**config.mk**
```make
export PLATFORM = sky130hd
export DESIGN_NAME = fe_sa_event_detect
export DESIGN_NICKNAME = d
export VERILOG_FILES = /design/src/rtl/fe_pkg.sv /design/src/rtl/fe_pattern_match.sv /design/src/rtl/fe_flag_bank.sv /design/src/rtl/fe_sa_event_detect.sv
export SDC_FILE = /design/constraint.sdc
export NUM_CORES = 1
export LEC_CHECK = 0
export CELL_PAD_IN_SITES_DETAIL_PLACEMENT = 1
export CELL_PAD_IN_SITES_GLOBAL_PLACEMENT = 2
export CORE_MARGIN = 4
export CORE_UTILIZATION = 18
export DETAILED_ROUTE_END_ITERATION = 10
export PLACE_DENSITY_LB_ADDON = 0.1
export SKIP_LAST_GASP = 1
export SLEW_MARGIN = 20
export SYNTH_ARGS = -nofsm -noshare
export SYNTH_HDL_FRONTEND = slang
export SYNTH_SLANG_ARGS = --single-unit
```
**constraint.sdc**
```tcl
create_clock -name clk -period 0.8 [get_ports clk]
set_input_delay 0.12 -clock clk [delete_from_list [all_inputs] [get_ports clk]]
set_output_delay 0.12 -clock clk [all_outputs]
set_load 0.05 [all_outputs]
```
**src/rtl/fe_pkg.sv**
```systemverilog
package fe_pkg;

    localparam int FE_COUNT  = 9;
    localparam int STAT_W    = 16;
    localparam int FIELD_W   = 7;   // {a, sa5, sa6[3:0], e}
    localparam int RSVD_W    = STAT_W - FE_COUNT;

    typedef struct packed {
        logic       a;
        logic       sa5;
        logic [3:0] sa6;
        logic       e;
    } sa_sample_t;

    typedef struct packed {
        logic [FIELD_W-1:0] care;
        logic [FIELD_W-1:0] value;
    } fe_pattern_t;

    // Pattern for flag index idx; care bits mark the fields that are compared.
    function automatic fe_pattern_t fe_pattern(input int idx);
        fe_pattern_t p;
        case (idx)
            8:       begin p.care = 7'b0_1_1111_0; p.value = 7'b0_1_0011_0; end
            7:       begin p.care = 7'b0_1_1111_0; p.value = 7'b0_1_0010_0; end
            6:       begin p.care = 7'b0_1_1111_0; p.value = 7'b0_1_0001_0; end
            5:       begin p.care = 7'b0_1_1111_1; p.value = 7'b0_0_0000_0; end
            4:       begin p.care = 7'b0_1_0000_1; p.value = 7'b0_1_0000_0; end
            3:       begin p.care = 7'b0_1_1111_0; p.value = 7'b0_0_0000_0; end
            2:       begin p.care = 7'b1_1_0000_0; p.value = 7'b1_0_0000_0; end
            1:       begin p.care = 7'b1_1_1111_0; p.value = 7'b1_0_1010_0; end
            0:       begin p.care = 7'b1_1_1111_0; p.value = 7'b1_0_1111_0; end
            default: begin p.care = 7'b1_1_1111_1; p.value = 7'b0_0_0000_0; end
        endcase
        return p;
    endfunction

endpackage

```
**src/rtl/fe_pattern_match.sv**
```systemverilog
module fe_pattern_match
    import fe_pkg::*;
(
    input  sa_sample_t          sample,
    input  logic                sample_vld,
    output logic [FE_COUNT-1:0] hit
);
    logic [FIELD_W-1:0] fields;
    assign fields = sample;

    for (genvar g = 0; g < FE_COUNT; g++) begin : g_pat
        localparam fe_pattern_t PAT = fe_pattern(g);
        assign hit[g] = sample_vld && (((fields ^ PAT.value) & PAT.care) == '0);
    end
endmodule

```
**src/rtl/fe_flag_bank.sv**
```systemverilog
module fe_flag_bank #(
    parameter int N = 9
) (
    input  logic         clk,
    input  logic         rst,
    input  logic [N-1:0] set_vec,
    input  logic         clr_all,
    output logic [N-1:0] flags
);
    for (genvar g = 0; g < N; g++) begin : g_flag
        logic flag_q;
        always_ff @(posedge clk) begin
            if (rst)
                flag_q <= 1'b0;
            else if (set_vec[g])
                flag_q <= 1'b1;   // a new event outranks the read clear
            else if (clr_all)
                flag_q <= 1'b0;
        end
        assign flags[g] = flag_q;
    end
endmodule

```
**src/rtl/fe_sa_event_detect.sv**
```systemverilog
module fe_sa_event_detect
    import fe_pkg::*;
(
    input  logic        clk,
    input  logic        rst,
    input  logic        smp_vld,
    input  logic        smp_a,
    input  logic        smp_sa5,
    input  logic [3:0]  smp_sa6,
    input  logic        smp_e,
    input  logic        rd_stb,
    output logic [15:0] status
);
    sa_sample_t          sample;
    logic [FE_COUNT-1:0] hit;
    logic [FE_COUNT-1:0] flags;

    always_comb begin
        sample.a   = smp_a;
        sample.sa5 = smp_sa5;
        sample.sa6 = smp_sa6;
        sample.e   = smp_e;
    end

    fe_pattern_match u_match (
        .sample     (sample),
        .sample_vld (smp_vld),
        .hit        (hit)
    );

    fe_flag_bank #(.N(FE_COUNT)) u_flags (
        .clk     (clk),
        .rst     (rst),
        .set_vec (hit),
        .clr_all (rd_stb),
        .flags   (flags)
    );

    assign status = {{RSVD_W{1'b0}}, flags};
endmodule

```
==> results of run 1 <==
[layout make-up]
| cell class | count | share of cell area, % |
|---|---|---|
| sequential | 9 | 22.21 |
| inverter | 4 | 1.719 |
| timing repair buffer | 29 | 39.11 |
| tap | 31 | 4.441 |
| multi-input combinational | 31 | 29.51 |
| clock buffer | 4 | 3.009 |
[per-stage QoR]
step                util, %  hold slack [ps]  area [sq um]
global placement      30.13            464.2         830.8
finish                31.67            165.4         873.3
detailed placement    30.13            465.9         830.8
floorplan                 -            222.1         538.0
CTS                   31.26            189.0         862.1
global route          31.67            158.3         873.3
[where the power goes]
group | total (uW) | internal, uW | switching (uW)
sequential | 459 | 453 | 6.15
clock | 347 | 192 | 155
combinational | 254 | 99.4 | 155
[timing repair]
action / in CTS / in global routing
pin swaps: 5 / 2
endpoints found under the setup margin: 18 / 13
setup buffers: 0 / 0
hold buffers: 0 / 0
gates cloned: 0 / 0
resized for setup: 35 / 7
[metal layers]
metal,GRT usage [%],up-vias
li1,-,219
met1,7.740,205
met2,13.90,13
met3,4.403,2
met4,3.636,0
met5,0,-
[cells by family (layout without fill, tap and decap cells)]
family / after synthesis / in the layout / share of synthesized area [%]
and+or+nand+nor: 15 / 15 / 24.03
other: 1 / 7 / 0.7275
AOI/OAI and AO/OA: 9 / 9 / 13.35
buffers and inverters: 21 / 37 / 26.94
DFF: 9 / 9 / 34.95
[worst max-delay path, cell delays in order, from the launching register on]
cell,delay (ps)
dfxtp_2,320
buf_6,110
buf_12,130
[placed cells by master (no fill, tap or decap)]
master / netlist / routed
or4b_4: 0 / 1
clkdlybuf4s50_1: 0 / 1
buf_12: 0 / 9
dlygate4sd2_1: 0 / 2
dfxtp_4: 0 / 1
nor2_1: 1 / 1
nand2b_1: 2 / 2
clkdlybuf4s15_2: 0 / 1
buf_4: 16 / 8
nand4b_1: 1 / 1
clkdlybuf4s15_1: 0 / 2
conb_1: 1 / 7
nand4bb_1: 1 / 1
or4_4: 1 / 1
dfxtp_2: 0 / 8
o32ai_2: 0 / 3
a21oi_1: 2 / 2
or3b_4: 0 / 1
o2bb2ai_1: 2 / 2
buf_6: 0 / 2
inv_1: 4 / 4
nand3b_1: 3 / 3
clkbuf_1: 1 / 1
or3b_1: 5 / 4
clkbuf_4: 0 / 3
clkbuf_2: 0 / 2
buf_2: 0 / 2
o31ai_2: 0 / 2
[worst paths after layout]
| kind | from | cells past startpoint | to | slack [ps] |
|---|---|---|---|---|
| min reg2reg | u_flags.g_flag[2].flag_q | 2 | u_flags.g_flag[2].flag_q | 490 |
| min | smp_sa6[2] | 3 | u_flags.g_flag[1].flag_q | 170 |
| max | u_flags.g_flag[0].flag_q | 2 | status[0] | -140 |
| max reg2reg | u_flags.g_flag[1].flag_q | 2 | u_flags.g_flag[1].flag_q | -50 |
==> flow_results.org, run 1 <==
** Outcome
- The flow ran to the end, but the final reports show violations.
- The final reports fail on negative setup slack.

** Timing
- Fin. max-slew vios :: 0
- Worst Clk Skew :: 0 ps
- Of the available clock period, the critical path in the final layout requires 117.4%.
- The final hold violation count is 0.
- Timing would allow up to ~1100 MHz.
- Final setup viols :: 11
- Across all setup checks in the final design, the least slack found is -139.5 ps.
- Setup TNS Final :: -792.5 ps
- Final period demand of the worst path :: about 940 ps
- Setup repair after global routing could not meet its margin everywhere.

** Pwr
- Power, Total :: ~1100 uW
- Maximum ir drop on the vdd rail :: 924.3 uV
- Leakage :: approximately 0.00034 uW
- PwrDens :: around 1200 mW/mm^2

** Layout
- Leaving out filler cells and counting taps, the final layout contains ~110.
- The multi-input combinational cells in the finished layout cover a total of around 260 sq um.
- Register containing the most flip-flops in the final layout :: u_flags.g_flag.flag_q
- The net count of the finished layout is between 80 and 90.
- Compared with the post-synthesis result, the final layout area differs by 69.42%.
- Cells with a size suffix above 1 make up approximately 57% of the layout.
- The register with the most flip-flops in the layout has 9 of them.
- Summing all flip-flop and latch instances after layout gives 193.9 sq um.
- Number of diodes added for antenna fixing :: 0
- In the final layout, the registers with the most flip-flops are u_flags.g_flag.flag_q: 9 flops.
- The layout has between 300 and 400 filler cells.

** Clocking
- CTS built an H-tree with a depth of 1.
- For this design, the sink count on the clock tree is 9.
- Counting the buffers created by CTS gives 3.
- Clock-pin slew was measured on the worst setup and hold paths at 60 ps.
- CTS tree :: yes
- Cell chosen for the clock root :: clkbuf_4
- Clock latency on the worst-skew pair, taken at its later pin, is approximately 260 ps.
- Counting along the longest clock path gives a buffer depth of 2.

** Logic synthesis
- Leading register cell type out of synthesis :: dfxtp_1
- Mapped Area :: roughly 520 sq um
- Of all flip-flops after synthesis, the portion carrying an async set or reset was 0%.
- Post-Synthesis Mean Instance Area :: around 9.4 sq um
- By instance count, the leading cell after synthesis is buf_4.
- Warnings, synthesis :: 0
- Summed over its instances, the top area cell type makes up between 30% and 40% of the synthesized netlist area.
- Share of synthesized area occupied by flip-flops and latches :: about a third
- Top cells by area in the synthesized netlist :: dfxtp_1, buf_4, or3b_1
- Library cell with the largest summed area after synthesis :: dfxtp_1
- Cell count after synthesis :: 55
- In this run, distinct cell masters in the synthesized netlist total 17.
- Counting flops and latches in the post-synthesis netlist gives 9.
- Number of flops mapped to enable cells by yosys :: 0
- Most common library cells after synthesis :: buf_4, dfxtp_1, or3b_1

** Floorplan
- The die is between 60 and 70 um tall.
- The core region is 0.002758 sq mm.
- The floorplan step defined a die boundary enclosing 0.003784 sq mm.
- After floorplanning, the core was divided into 19 placement rows.
- 27 I/O pins were placed.
- Die boundary width :: 61.52 um
- Once the floorplan was initialized, standard cells occupied between 10% and 20% of the core.

** Setup path
- Data required, critical path :: approximately 700 ps
- Type of the setup path with the least slack :: reg2out
- The worst setup path is launched from a flip-flop.
- Along the worst path, the maximum fanout reaches 2.
- Data arrival time of the critical path :: between 800 and 900 ps
- Critical Path Sink Type :: output port

** Drt
- For this block, the initial DRC count from the detailed router was 4.
- For this run, the detailed router's first-pass iteration total came to 2.
- Signal routing reaches up to met4.
- Number of nets with antenna violations after routing :: 0
- After detailed routing, the number of remaining DRC violations is 0.
- Dividing the detail-routed via count by the number of cells gives around 4.1.
- Wires add up to roughly 1300 um.
- Amount of wire on met2 after detailed routing :: about 710 um
- After detailed routing, the average wire length per cell comes to 11.82 um.
- For this block, wires on met1 add up to between 400 and 500 um.
- Vias after detailed routing :: 439
- Met3 Routed Length :: a little under 80 um

** Placement
- Final HPWL from detailed placement :: 1083 um
- Final weighted congestion in routability-driven placement :: 0.6726
- Worst setup slack after placement :: -606.3 ps
- PortBufs :: 19
- Counting tap cells, the placed design contains a total of 107 instances.

** Global route
- The number of antenna violations at the first check in global routing came to 0.
- Entering global routing, the biggest net connects 8 pins.
- After global routing the overflow that remains totals 0.
- Via count of the first global-routing pass :: approximately 460
- Across every metal layer, demand over resource in global routing totals about 8.0%.
- The first global-routing pass estimated around 2100 um of wire.

** Worst hold path
- In this run the worst hold path is classified as in2reg.

** Job
- Max-cap violations in this run came to 0.
No activity file was read; power rests on OpenSTA's default activity.
==> inputs of run 2 (changes only) <==
--- a/config.mk
+++ b/config.mk
@@ -5,10 +5,11 @@
 export SDC_FILE = /design/constraint.sdc
 export NUM_CORES = 1
 export LEC_CHECK = 0
+export ABC_AREA = 1
 export CELL_PAD_IN_SITES_DETAIL_PLACEMENT = 1
 export CELL_PAD_IN_SITES_GLOBAL_PLACEMENT = 2
 export CORE_MARGIN = 4
-export CORE_UTILIZATION = 18
+export CORE_UTILIZATION = 17
 export DETAILED_ROUTE_END_ITERATION = 10
 export PLACE_DENSITY_LB_ADDON = 0.1
 export SKIP_LAST_GASP = 1
==> run 2 against run 1 <==
The run still ends with negative setup slack left. Largest power group unchanged. Largest cell class unchanged. Synthesized area increased by 4.4%. Non-clock buffer count is 8 lower. Combinational power rose by 2%. Sequential power barely moved. Global-route usage down 0.46 points. First-iteration DRC count grew to 3.3 times the previous value. Cell count grew 26%. Fmax is 7.3% higher. Sequential cell count unchanged. Utilization fell by 3.4 points. Critical endpoint is now status[5]. Worst setup slack better by 64 ps.
==> flow_results.org, run 2 <==
** Logic synthesis
- The mean cell area of the mapped netlist came to 6.987 sq um (was 9.373 sq um).
- Register bit count reported by yosys :: 9 (unchanged)
- Top cells by area in the synthesized netlist :: dfxtp_1, buf_4, nand2_1 (was dfxtp_1, buf_4, or3b_1)
- Warnings, synthesis :: 0 (unchanged)
- Most instantiated library cell after synthesis :: nand2_1 (was buf_4)
- Cell count after synthesis :: 77 (was 55)
- Share of synthesized area occupied by flip-flops and latches :: 33.49% (was 34.95%)
- Mapped Area :: 538.0 sq um (was 515.5 sq um)
- Most common library cells after synthesis :: nand2_1, buf_4, dfxtp_1 (was buf_4, dfxtp_1, or3b_1)
- The library cell occupying the most area in the post-synthesis netlist is dfxtp_1 (unchanged).
- The async set or reset register ratio after synthesis was 0% (unchanged).
- The number of enable flip-flop cells after synthesis is 0 (unchanged).
- The count of unique library cells instantiated by Yosys is 15 (was 17).
- Leading register cell type out of synthesis :: dfxtp_1 (unchanged)
- Portion of synthesized cell area occupied by the leading cell type :: 33.49% (was 34.95%)

** Floorplan
- Ports :: 27 (unchanged)
- The placeable core region is 0.003028 sq mm (was 0.002758 sq mm).
- The die boundary height came to 64.26 um (was 61.52 um).
- The die boundary width is 64.26 um (was 61.52 um).
- The number of placement rows came to 20 (was 19).
- Floorplan die area :: 0.004129 sq mm (was 0.003784 sq mm)
- The starting density of the core was 17.77% (was 18.69%).

** Setup path
- The worst stage delay on the critical path came to 360 ps (was 320 ps).
- Data required, critical path :: 680 ps (about the same)
- The cell family with the largest share of critical-path delay was flip-flops (unchanged).
- Category of the worst setup path launch point :: flip-flop (unchanged)
- Type of the setup path with the least slack :: reg2out (unchanged)
- The worst endpoint data arrival time came to 760 ps (was 820 ps).
- The number of buffer and inverter instances along the worst setup path came to 1 (was 2).
- Library cell contributing the largest single delay on the critical path :: dfxtp_2 (unchanged)
- The register-to-register setup slack was 110 ps (was -50 ps).
- The critical path endpoint category was an output port (unchanged).
- Ordered cell list for the critical path :: buf_12 (was buf_6, buf_12)
- The largest fanout on the critical path was 2 (unchanged).

** Placement
- The total of buffers placed on input and output ports came to 19 (unchanged).
- Worst setup slack after placement :: -333.9 ps (was -606.3 ps)
- Total placed cells including tap cells :: 130 (was 107)
- The placer's final routability congestion estimate is 0.6562 (was 0.6726).
- The half-perimeter wire length after placement was 1104 um (was 1083 um).
- Dpl cell area :: 790.8 sq um (was 830.8 sq um)

** Worst hold path
- The path type of the worst min-delay path is in2reg (unchanged).

** Drt
- Highest signal layer in the routed design :: met4 (unchanged)
- Count of unresolved DRC violations after routing :: 0 (unchanged)
- Number of DRC violations after detailed-routing iteration 0 :: 13 (was 4)
- TritonRoute pass-1 iters :: 3 (was 2)
- Per-cell via count in the routed design :: 3.507 (was 4.065)
- The routed length on met2 came to 740 um (was 705 um).
- The post-detailed-route wirelength per cell came to 10.83 um (was 11.82 um).
- Total Routed Length :: 1473 um (was 1277 um)
- Vias after detailed routing :: 477 (was 439)
- Met3 Routed Length :: 60 um (was 79 um)
- The post-detailed-route count of antenna-violating nets was 0 (unchanged).
- Met1 Routed Length :: 650 um (was 475 um)

** Timing
- Final setup viols :: 9 (was 11)
- The final worst setup slack was -75.67 ps (was -139.5 ps).
- Final Hold Vio Count :: 0 (unchanged)
- Fin. max-slew vios :: 0 (unchanged)
- Worst Clk Skew :: 0 ps (unchanged)
- Share of the clock period used by the worst path after layout :: 109.5% (was 117.4%)
- RSZ-0062 raised after global routing: yes (unchanged).
- The fmax was 1142 MHz (was 1064 MHz).
- Final period demand of the worst path :: 875.7 ps (was 939.5 ps)

** Global route
- Pin count of the biggest net entering global routing :: 10 (was 8)
- All-layer global routing usage :: 7.546% (was 8.010%)
- Initial antenna violation count :: 0 (unchanged)
- The via count of the first global-routing pass is 482 (was 459).
- The final global-route overflow total came to 0 (unchanged).
- The first-pass GRT wire length came to 2290 um (was 2090 um).

** Clocking
- The largest buffer count on any clock path is 2 (unchanged).
- The cell chosen for the clock root was clkbuf_4 (unchanged).
- The clock tree from TritonCTS was yes (unchanged).
- The latest clock arrival within the worst-skew pair was 260 ps (about the same).
- Sink count of the clock tree :: 9 (unchanged)
- H-tree depth :: 1 (unchanged)
- The clock buffer count from CTS was 3 (unchanged).
- The clock-pin slew on the worst setup and hold paths is 70 ps (was 60 ps).

** Layout
- The most common library cell in the layout ignoring fill and taps is nand2_1 (was buf_12).
- Number of diodes added for antenna fixing :: 0 (unchanged)
- The fill cell total of the finished layout is 368 (was 307).
- Synth-to-layout area growth :: 59.30% (was 69.42%)
- Flip-flop count of the largest register after layout :: 9 (unchanged)
- Finished Cell Area :: 857.1 sq um (was 873.3 sq um)
- Leading cell types in the layout, fill and taps excluded :: nand2_1, buf_12, dfxtp_2, conb_1 (was buf_12, buf_4, dfxtp_2, conb_1)
- The register ranked first by flip-flop count was u_flags.g_flag.flag_q (unchanged).
- Largest registers: u_flags.g_flag.flag_q: 9 flops (unchanged).
- The fraction of final layout cells sized beyond drive strength 1 came to 39.13% (was 57.14%).
- Fin cells :: 136 (was 108)
- The total number of nets in the final design was 104 (was 89).

** Pwr
- The leakage power summed over all cells came to 0.0003640 uW (was 0.0003370 uW).
- The power density relative to cell area is 1263 mW/mm^2 (was 1214 mW/mm^2).
- The highest ir drop seen on vdd was 276.1 uV (was 924.3 uV).

** Job
- The total of max-cap violations came to 0 (unchanged).

** Outcome
- Violations in the final reports: negative setup slack (unchanged).
- Result of the run :: complete, but fails checks (unchanged)
## run 2: changes by cell type after synthesis, moves of 2 or more
cell       change
a21oi_2        +4
o32ai_1        -3
nand3b_1       -2
o2bb2ai_1      -2
inv_1          +3
nand3_1        +3
or3b_1         -5
nor2_1         +4
a21oi_1        +2
nor2_2         +2
o31ai_1        -2
nand2b_1       -2
nand2_1       +21
## run 2: path summary, 6_finish.rpt
kind,startpoint,end,cells past startpoint
max reg2reg,u_flags.g_flag[7].flag_q,u_flags.g_flag[7].flag_q,3
max,u_flags.g_flag[5].flag_q,status[5],1
min,smp_sa5,u_flags.g_flag[2].flag_q,4
min reg2reg,u_flags.g_flag[6].flag_q,u_flags.g_flag[6].flag_q,2
## run 2: stage by stage
step | total power [uW] | utilization, % | hold slack (ps) | setup TNS [ps]
final | 1083 | 28.31 | 234.7 | -605.4
after detailed placement | 727.8 | 26.12 | 493.4 | -2629
after global routing | 1163 | 28.31 | 239.3 | -975.3
after global placement | 726.5 | 26.12 | 488.9 | -2489
after floorplan | 647.9 | - | 297.0 | 0
after CTS | 1104 | 27.81 | 335.4 | -747.0
## run 2: logic make-up after synthesis
group / share of synthesized area (%)
buf+inv: 29.53
simple gates: 24.65
compound gates: 11.63
flops: 33.49
other cells: 0.6970
## run 2: power breakdown
| part | switching [uW] | leakage [uW] | internal (uW) |
|---|---|---|---|
| clock | 170 | 0.0000150 | 192 |
| combinational | 171 | 0.000272 | 87.4 |
| sequential | 6.41 | 0.0000772 | 455 |
## run 2: per-layer routing
metal  track usage [%]  up-vias
met5                 0        -
met1             10.14      219
met2             10.57       14
met4             5.541        0
li1                  -      242
met3             1.406        2
## run 2: repair_timing
item,4_1_cts,5_1_grt
cloned,0,1
pin swaps,2,0
resized for setup,19,4
endpoints found under the setup margin,16,17
hold buffers,0,0
setup buffers,1,0
## run 2: layout make-up
type / count / area, sq um / share of cell area [%]
clock buffer: 4 / 26.28 / 3.066
inverter: 9 / 36.28 / 4.234
multi-input combinational: 48 / 234.0 / 27.30
sequential: 9 / 191.4 / 22.34
tap: 44 / 55.05 / 6.423
timing repair buffer: 21 / 306.5 / 35.77
timing repair inverter: 1 / 7.507 / 0.8759
